===== src/rtl/vp_pkg.sv =====
`timescale 1ns/1ps
// Package: shared constants, symbol codes and the factor decode for the
// vector packer. Assumes two drive edges per pulse and eight per tester cycle.
package vp_pkg;
    localparam int DRIVE_EDGES     = 8;
    localparam int EDGES_PER_PULSE = 2;
    localparam int MAX_SLOTS       = DRIVE_EDGES / EDGES_PER_PULSE;
    localparam int SLOT_W          = $clog2(MAX_SLOTS + 1);

    typedef enum logic [1:0] {
        SYM_LVL0  = 2'b00,
        SYM_LVL1  = 2'b01,
        SYM_PLS_RZ = 2'b10,
        SYM_PLS_RO = 2'b11
    } sym_e;

    // Decode the factor select into a slot count.
    function automatic logic [SLOT_W-1:0] factor_of(input logic [1:0] xsel);
        case (xsel)
            2'd0:    factor_of = SLOT_W'(1);
            2'd1:    factor_of = SLOT_W'(2);
            default: factor_of = SLOT_W'(MAX_SLOTS);
        endcase
    endfunction
endpackage


===== src/rtl/vp_sym_map.sv =====
`timescale 1ns/1ps
// Symbol mapper: reduces each pin's two-bit symbol to one packed level and
// reports whether the vector holds any pulse. Purely combinational.
module vp_sym_map #(
    parameter int NUM_PINS = 4
) (
    input  logic [2*NUM_PINS-1:0] sym,
    input  logic [NUM_PINS-1:0]   clk_mask,
    input  logic                  fold_mode,
    output logic [NUM_PINS-1:0]   bits,
    output logic                  any_pulse
);
    logic [NUM_PINS-1:0] pulse;

    for (genvar p = 0; p < NUM_PINS; p++) begin : g_pin
        logic is_pulse;
        logic lvl;
        assign is_pulse = sym[2*p+1];
        assign lvl      = sym[2*p];
        // Folded clock pin inverts the pulse code; others keep the low bit.
        assign bits[p]  = (fold_mode && clk_mask[p]) ? (lvl ^ is_pulse) : lvl;
        assign pulse[p] = is_pulse;
    end

    assign any_pulse = |pulse;
endmodule


===== src/rtl/vp_slot_acc.sv =====
`timescale 1ns/1ps
// Slot accumulator: fills slots of one output word, inserts padding on
// segment closure, and presents the word with valid/ready. Assumes factor
// and policy only change while no partial word is held.
module vp_slot_acc
    import vp_pkg::*;
#(
    parameter int NUM_PINS = 4
) (
    input  logic                          clk,
    input  logic                          rst_n,
    input  logic [SLOT_W-1:0]             factor,
    input  logic                          pad_mode,
    input  logic [NUM_PINS-1:0]           vec_bits,
    input  logic                          vec_pulse,
    input  logic                          vec_last,
    input  logic                          in_valid,
    output logic                          in_ready,
    input  logic                          out_ready,
    output logic                          out_valid,
    output logic [MAX_SLOTS*NUM_PINS-1:0] out_word,
    output logic [MAX_SLOTS-1:0]          out_pad,
    output logic                          acc_fire,
    output logic                          out_fire,
    output logic [SLOT_W-1:0]             pad_add
);
    logic [SLOT_W-1:0]   fill_q, fill_nxt, base, nxt_pos;
    logic [NUM_PINS-1:0] last_q;
    logic                full, pre_pad, do_pre, post_pad;

    // Handshake and closure decisions for this cycle.
    always_comb begin
        full     = (fill_q == factor);
        out_fire = full && out_ready;
        base     = out_fire ? '0 : fill_q;
        pre_pad  = pad_mode && vec_pulse && !full && (fill_q != '0);
        in_ready = (!full || out_ready) && !pre_pad;
        acc_fire = in_valid && in_ready;
        do_pre   = in_valid && pre_pad;
        nxt_pos  = base + SLOT_W'(1);
        post_pad = acc_fire && pad_mode && vec_last && (nxt_pos != factor);
    end

    // Next fill level and number of padding slots added.
    always_comb begin
        fill_nxt = fill_q;
        pad_add  = '0;
        if (acc_fire) begin
            fill_nxt = post_pad ? factor : nxt_pos;
            if (post_pad) pad_add = factor - nxt_pos;
        end else if (do_pre) begin
            fill_nxt = factor;
            pad_add  = factor - fill_q;
        end else if (out_fire) begin
            fill_nxt = '0;
        end
    end

    // Fill level and last real vector registers.
    always_ff @(posedge clk) begin
        if (!rst_n) begin
            fill_q <= '0;
            last_q <= '0;
        end else begin
            fill_q <= fill_nxt;
            if (acc_fire) last_q <= vec_bits;
        end
    end

    for (genvar g = 0; g < MAX_SLOTS; g++) begin : g_slot
        localparam logic [SLOT_W-1:0] IDX = SLOT_W'(g);
        logic [NUM_PINS-1:0] data_q;
        logic                pad_q;
        logic                wr_real, wr_post, wr_pre;

        // Write enables for this slot.
        always_comb begin
            wr_real = acc_fire && (base == IDX);
            wr_post = post_pad && (IDX > base) && (IDX < factor);
            wr_pre  = do_pre && (IDX >= fill_q) && (IDX < factor);
        end

        // Slot content and padding flag.
        always_ff @(posedge clk) begin
            if (!rst_n) begin
                data_q <= '0;
                pad_q  <= 1'b0;
            end else if (wr_real) begin
                data_q <= vec_bits;
                pad_q  <= 1'b0;
            end else if (wr_post) begin
                data_q <= vec_bits;
                pad_q  <= 1'b1;
            end else if (wr_pre) begin
                data_q <= last_q;
                pad_q  <= 1'b1;
            end else if (out_fire) begin
                data_q <= '0;
                pad_q  <= 1'b0;
            end
        end

        assign out_word[g*NUM_PINS +: NUM_PINS] = data_q;
        assign out_pad[g] = pad_q;
    end

    assign out_valid = full;
endmodule


===== src/rtl/vp_stat_cnt.sv =====
`timescale 1ns/1ps
// Statistics counter: adds a small increment each cycle, wraps at CNT_W bits.
module vp_stat_cnt #(
    parameter int CNT_W = 32,
    parameter int INC_W = 1
) (
    input  logic             clk,
    input  logic             rst_n,
    input  logic [INC_W-1:0] inc,
    output logic [CNT_W-1:0] count
);
    // Accumulate the increment.
    always_ff @(posedge clk) begin
        if (!rst_n) count <= '0;
        else        count <= count + CNT_W'(inc);
    end
endmodule


===== src/rtl/vector_packer.sv =====
`timescale 1ns/1ps
// Vector packer top: maps pin symbols, packs 1/2/4 device cycles per
// tester word under the padding or pulse-folding policy, and counts traffic.
// Assumes configuration inputs change only while no partial word is held.
module vector_packer
    import vp_pkg::*;
#(
    parameter int NUM_PINS = 4,
    parameter int CNT_W    = 32
) (
    input  logic                          clk,
    input  logic                          rst_n,
    input  logic [1:0]                    cfg_xsel,
    input  logic                          cfg_nopad,
    input  logic [NUM_PINS-1:0]           cfg_clk_mask,
    input  logic                          in_valid,
    output logic                          in_ready,
    input  logic [2*NUM_PINS-1:0]         in_sym,
    input  logic                          in_last,
    output logic                          out_valid,
    input  logic                          out_ready,
    output logic [MAX_SLOTS*NUM_PINS-1:0] out_word,
    output logic [MAX_SLOTS-1:0]          out_pad,
    output logic [CNT_W-1:0]              cnt_in,
    output logic [CNT_W-1:0]              cnt_out,
    output logic [CNT_W-1:0]              cnt_pad
);
    logic [NUM_PINS-1:0] vec_bits;
    logic                vec_pulse, acc_fire, out_fire;
    logic [SLOT_W-1:0]   pad_add, factor;

    assign factor = factor_of(cfg_xsel);

    vp_sym_map #(.NUM_PINS(NUM_PINS)) u_map (
        .sym       (in_sym),
        .clk_mask  (cfg_clk_mask),
        .fold_mode (cfg_nopad),
        .bits      (vec_bits),
        .any_pulse (vec_pulse)
    );

    vp_slot_acc #(.NUM_PINS(NUM_PINS)) u_acc (
        .clk       (clk),
        .rst_n     (rst_n),
        .factor    (factor),
        .pad_mode  (!cfg_nopad),
        .vec_bits  (vec_bits),
        .vec_pulse (vec_pulse),
        .vec_last  (in_last),
        .in_valid  (in_valid),
        .in_ready  (in_ready),
        .out_ready (out_ready),
        .out_valid (out_valid),
        .out_word  (out_word),
        .out_pad   (out_pad),
        .acc_fire  (acc_fire),
        .out_fire  (out_fire),
        .pad_add   (pad_add)
    );

    vp_stat_cnt #(.CNT_W(CNT_W), .INC_W(1)) u_cnt_in (
        .clk(clk), .rst_n(rst_n), .inc(acc_fire), .count(cnt_in)
    );
    vp_stat_cnt #(.CNT_W(CNT_W), .INC_W(1)) u_cnt_out (
        .clk(clk), .rst_n(rst_n), .inc(out_fire), .count(cnt_out)
    );
    vp_stat_cnt #(.CNT_W(CNT_W), .INC_W(SLOT_W)) u_cnt_pad (
        .clk(clk), .rst_n(rst_n), .inc(pad_add), .count(cnt_pad)
    );
endmodule


===== config.mk =====
export PLATFORM = sky130hd
export DESIGN_NAME = vector_packer
export DESIGN_NICKNAME = d
export VERILOG_FILES = /design/src/rtl/vp_pkg.sv /design/src/rtl/vp_sym_map.sv /design/src/rtl/vp_slot_acc.sv /design/src/rtl/vp_stat_cnt.sv /design/src/rtl/vector_packer.sv
export SDC_FILE = /design/constraint.sdc
export NUM_CORES = 1
export LEC_CHECK = 0
export BUFFER_PORTS_ARGS = -buffer_cell sky130_fd_sc_hd__buf_2
export CAP_MARGIN = 5
export CORE_ASPECT_RATIO = 1.1
export CORE_MARGIN = 2
export CORE_UTILIZATION = 54
export CTS_BUF_LIST = sky130_fd_sc_hd__clkbuf_8
export DETAILED_ROUTE_END_ITERATION = 8
export PLACE_DENSITY = 0.79
export RECOVER_POWER = 25
export SLEW_MARGIN = 10
export SYNTH_ARGS = -nofsm -noshare
export SYNTH_HDL_FRONTEND = slang
export SYNTH_SLANG_ARGS = --single-unit

===== constraint.sdc =====
create_clock -name clk -period 8.6 [get_ports clk]
set_input_delay 0.43 -clock clk [delete_from_list [all_inputs] [get_ports clk]]
set_output_delay 0.43 -clock clk [all_outputs]
set_load 0.005 [all_outputs]

==> out/metrics.csv, run 1 <==
metric,value,unit
crit_arrival,5.98,ns
final_area,7380,um2
skew,0.0121,ns
clkPwrFrac,41.5,%
hp-class,reg -> reg,
drv_slew,0,
grt_pass1_wl,25300,um
drive_gt1_share,19.8,%
clkLatencyLatePin,0.42,ns
grt_pass1_vias,5287,
yosys_warnings,0,
die_h,117,um
syn_nets,750,
cts_inserted_buffers,17,
switching_share,27.9,%
gp_congestion,0.947,
ys_ff_latch,123,
setup_slack,2.93,ns
die_width,107,um
worst_hold_slack,0.453,ns
routedWlPerCell,15.3,um
row_count,41,
cts_hold_buf,0,
layout.nets,874,
synth-edff-count,0,
cts_sinks,123,
cts_tree,yes,
grt_max_degree,75,
power.density,188,nW/um2
n_antenna_cell,0,
path_clk_slew,0.07,ns
period_share,65.9,%
outcome,"complete, no violations",
avgViaCountPerCell,5.57,
start_kind,flop,
vias,5587,
synth_seq_area_share,39.4,%
ant_nets,0,
core-area,11400,um2
num-fill-cells,1009,
grtUsageTotal,25.0,%
synth.most_common_cell,dfxtp_1,
synth_top_cell_by_area,dfxtp_1,
comb_power_share,14.2,%
peakVddDrop,0.112,mV
post_cts_buffers,0,
power,1.39,mW
num_io_pins,138,
post-place-ws,2.63,ns
fmax,177,MHz
max_stage_delay,0.65,ns
clock_path_buffers,2,
async_flop_share,0,%
hpwlAfterDp,10900,um
start_util,54.8,%
regArea,2460,um2
ys_types,66,
tightestPinTransition,1.00,ns
syn_area,6240,um2
crit_fanout,22,
path_cells,"inv_1, ha_1, and3_1, nand2_1, inv_1, nor2_1, inv_1, ha_1, nand2_1, nor2_1, nand3_1, nand4_1, o22ai_1, inv_1, fa_1, nor2b_1, o21ai_0, nor3_1, nand4_1, xnor2_1, and2_1",
crit_top_cell,inv_1,
drc_errors,0,
die-area,12400,um2
area_growth,18.2,%
avgSynthCellArea,8.72,um2
synth_area_leaders,"dfxtp_1 39%, xnor2_1 7.0%, xor2_1 5.3%, and2_1 5.1%, nand3_1 4.1%",
crit_type,reg -> reg,
setup-tns-final,0,ns
cts_resized,0,
synth_top_area_share,39.4,%
reg2reg_setup_slack,2.93,ns
grt-ovfl-total,0,
cp_slowest_cell,dfxtp_1,
antenna_found_initial,0,
placement.io_buffers,137,
placed_cell_area,6960,um2
max_cap_violations,0,
synth_common_cells,"123 x dfxtp_1, 66 x nand2_1, 63 x nor2_1",
endpoint_kind,flop,
cts-root-buf,clkbuf_8,
rsz0062_at_grt,false,
static-leakage-power,3.21,nW
relSlewSlack,33.2,%
drtIter0Drc,398,
p_seq_share,44.2,%
multi_input_area,3530,um2
finalHoldViolCount,0,
drt_wl_total,15300,um
critPathRequiredTime,8.91,ns
firstDrtPassIters,5,
power.net_switching,0.387,mW
syn_inst,716,
htreeDepth,4,
setup_viol,0,
min_period,5.67,ns
synth_ff_type,dfxtp_1,
p_int,1.00,mW
worst max-delay path: cells and delay by family, from the launching register on:
| kind | cells | cell delay [ns] |
|---|---|---|
| AO/OA/AOI/OAI | 2 | 0.52 |
| buffers and inverters | 4 | 0.54 |
| flip-flops | 1 | 0.65 |
| XOR/XNOR | 1 | 0.14 |
| AND/OR/NAND/NOR | 11 | 2.58 |
| adder cells (fa/ha/maj) | 3 | 1.13 |
logic make-up after synthesis:
logic type	after synthesis	synth area share [%]
AND/OR/NAND/NOR	340	29.4
AO/OA/AOI/OAI	86	10.0
XOR/XNOR	89	12.6
adder cells (fa/ha/maj)	14	3.17
multiplexers	8	1.36
flip-flops	123	39.4
buffers and inverters	56	4.07
metal layers:
layer / vias up / track usage (%) / part of all wire (%)
met5: - / 0 / 0
met4: 0 / 9.44 / 2.0
met3: 32 / 4.98 / 5.9
met2: 197 / 42.8 / 49
met1: 2640 / 31.7 / 43
li1: 2718 / - / -
power by group through the flow:
stage               Clock, mW  Sequential, mW  Combinational [mW]
CTS                     0.586           0.613               0.199
global placement            0           0.625               0.191
finish                  0.577           0.614               0.198
detailed placement          0           0.627               0.198
floorplan                   0           0.615               0.151
global route            0.614           0.618               0.221
per-stage QoR:
step | utilization, % | std cells
finish | 64.8 | 1003
global route | 64.8 | 1003
CTS | 65.1 | 1003
detailed placement | 61.1 | 971
global placement | 61.1 | 971
floorplan | - | 716
sequential cells by signal, indices dropped and copies added (netlist names):
name and cells:
u_cnt_in.count 32, u_cnt_out.count 32, u_cnt_pad.count 32, u_acc.g_slot.data_q 16
u_acc.g_slot.pad_q 4, u_acc.last_q 4, u_acc.fill_q 3
final cells by class:
| class | count | area share [%] |
|---|---|---|
| repair buffers | 138 | 8.99 |
| multi-input cells | 537 | 47.8 |
| inverters | 23 | 1.17 |
| well taps | 150 | 2.54 |
| clock inverters | 13 | 2.56 |
| clock buffers | 19 | 3.54 |
| flip-flops and latches | 123 | 33.4 |
cells in the final DEF, fill, tap and decap left out, types with 5 or more instances in the layout:
cell | Yosys | layout
a211oi_1 | 12 | 12
a21boi_0 | 5 | 5
a21oi_1 | 16 | 16
and2_1 | 51 | 51
and3_1 | 23 | 23
and4_1 | 8 | 8
buf_2 | 9 | 113
clkbuf_1 | 17 | 24
clkbuf_8 | 1 | 19
dfxtp_1 | 123 | 123
ha_1 | 11 | 11
inv_1 | 22 | 22
nand2_1 | 66 | 66
nand2b_1 | 5 | 5
nand3_1 | 51 | 51
nand4_1 | 21 | 21
nor2_1 | 63 | 63
nor2b_1 | 6 | 6
nor3_1 | 17 | 17
o211a_1 | 8 | 8
o21ai_0 | 18 | 18
or3_1 | 8 | 8
xnor2_1 | 50 | 50
xor2_1 | 38 | 38
worst paths after layout:
kind / cells past startpoint / startpoint / to
setup / recovery: 21 / u_acc.fill_q[1] / u_cnt_pad.count[18]
hold reg to reg: 2 / u_acc.g_slot[2].data_q[0] / u_acc.g_slot[2].data_q[0]
setup reg to reg: 21 / u_acc.fill_q[1] / u_cnt_pad.count[18]
hold / removal: 2 / u_acc.g_slot[2].data_q[0] / u_acc.g_slot[2].data_q[0]
Note: power is estimated with default switching activity, not from simulation.
==> run 2: changes to the inputs <==
Settings changed: CORE_UTILIZATION 54 to 51.
Clock period 8.6 ns to 4.93 ns, I/O delays scaled along.
==> out/metrics.csv, run 2 (synthesis gave the netlist of run 1 again) <==
metric,value,unit
outcome,"complete, no violations",
cts_resized,0,
die_h,120,um
switching_share,28.1,%
final_util,61.6,%
hpwlAfterDp,10300,um
regArea,2460,um2
crit_arrival,4.76,ns
grt_max_degree,74,
area_growth,18.2,%
cts_inserted_buffers,17,
n_antenna_cell,0,
relSlewSlack,34.9,%
clkPwrFrac,38.2,%
busiest_layer,met2,
endpoint_kind,flop,
antenna_found_initial,0,
grtUsageTotal,23.0,%
power.net_switching,0.648,mW
setup-tns-final,0,ns
critPathRequiredTime,5.27,ns
drt_wl_total,14600,um
fmax,226,MHz
cts_tree,yes,
placement.io_buffers,137,
finalHoldViolCount,0,
skew,0.0108,ns
power,2.31,mW
die_width,110,um
layout.nets,881,
drc_errors,0,
cts_hold_buf,0,
avgViaCountPerCell,5.43,
static-leakage-power,3.21,nW
row_count,42,
period_share,89.8,%
reg2reg_depth,21,
die-area,13100,um2
vias,5507,
crit_cells,21,
p_seq_share,45.6,%
peakVddDrop,0.169,mV
routedWlPerCell,14.4,um
start_util,52.1,%
clkLatencyLatePin,0.44,ns
gp_congestion,0.926,
drtIter0Drc,398,
grt_pass1_wl,24100,um
cts_sinks,123,
cp_slowest_cell,nor3_1,
path_cells,"inv_1, ha_1, and3_1, nand2_1, inv_1, nor2_1, inv_1, ha_1, nand2_1, nor2_1, nand3_1, nand4_1, o22ai_1, inv_1, fa_1, nor2b_1, o21ai_0, nor3_1, nand4_1, xnor2_1, and2_1",
power.density,313,nW/um2
final_common_cell,dfxtp_1,
grt_pass1_vias,5144,
crit_fanout,7,
crit_type,reg -> reg,
num-fill-cells,1148,
hp-class,in -> reg,
post_cts_buffers,0,
ant_nets,0,
setup_viol,0,
multi_input_area,3530,um2
p_int,1.66,mW
path_clk_slew,0.07,ns
htreeDepth,4,
firstDrtPassIters,5,
drive_gt1_share,19.8,%
reg2reg_setup_slack,0.50,ns
num_io_pins,138,
clock_path_buffers,2,
start_kind,flop,
rsz0062_at_grt,false,
cp_top_family,simple AND/OR/NAND/NOR gates,
grt.met2_usage,38.4,%
met3_usage,6.52,%
min_period,4.43,ns
comb_power_share,16.2,%
max_cap_violations,0,
critPathBufInv,4,
drv_slew,0,
met1_usage,27.9,%
reg_top3,"u_cnt_in.count: 32 flops, u_cnt_out.count: 32 flops, u_cnt_pad.count: 32 flops",
hold_depth,4,
final_cell_mix,"123 x dfxtp_1, 109 x buf_2, 66 x nand2_1",
grt-ovfl-total,0,
cts-root-buf,clkbuf_8,
max_stage_delay,0.47,ns
crit_top_cell,inv_1,
core-area,12000,um2
tightestPinTransition,0.974,ns
==> run 2: cell types whose count changed in the layout (fill, tap and decap cells not counted), sizes merged <==
cell	previous run	this run
buf	114	117
inv	26	25
clkinv	4	6
bufinv	4	2
clkbuf	43	48
==> run 2: worst register-to-register path: stages, from the launching register on <==
cell,delay [ns]
dfxtp_1,0.32
inv_1,0.11
ha_1,0.38
and3_1,0.26
nand2_1,0.10
inv_1,0.06
nor2_1,0.21
inv_1,0.07
ha_1,0.30
nand2_1,0.09
nor2_1,0.05
nand3_1,0.06
nand4_1,0.21
o22ai_1,0.28
inv_1,0.08
fa_1,0.41
nor2b_1,0.15
o21ai_0,0.23
nor3_1,0.47
nand4_1,0.17
xnor2_1,0.15
and2_1,0.15
==> run 2: final cells by class <==
cell class | instances | share of cell area [%]
inverters | 23 | 1.17
flip-flops and latches | 123 | 33.4
well taps | 154 | 2.61
repair buffers | 145 | 9.63
clock buffers | 20 | 3.73
clock inverters | 12 | 1.68
multi-input cells | 537 | 47.8
==> run 2: path summary, 6_finish.rpt <==
check | startpoint | endpoint
min reg2reg | u_acc.g_slot[2].data_q[0] | u_acc.g_slot[2].data_q[0]
min | in_sym[0] | u_acc.g_slot[3].data_q[0]
max reg2reg | u_acc.fill_q[1] | u_cnt_pad.count[18]
max | u_acc.fill_q[1] | u_cnt_pad.count[18]
==> run 2: stage by stage <==
stage	worst slack, ns	std cells	hold WS (ns)	instance area [um2]
finish	0.503	1014	0.298	7380
global route	0.0473	1014	0.292	7380
CTS	0.519	1014	0.261	7410
detailed placement	0.213	982	0.453	7020
global placement	0.339	982	0.447	7020
floorplan	0.402	716	0.422	6240
==> run 2: layer usage <==
metal  part of all wire, %  wire (um)
met5                     0          0
met4                   2.0        293
met3                   6.2        903
met2                    48       6990
met1                    44       6390
==> run 2: power groups by stage <==
stage | sequential [mW] | combinational (mW) | clock, mW
finish | 1.05 | 0.374 | 0.882
global route | 1.06 | 0.417 | 0.941
CTS | 1.05 | 0.373 | 0.905
detailed placement | 1.08 | 0.370 | 0
global placement | 1.08 | 0.367 | 0
floorplan | 1.07 | 0.264 | 0
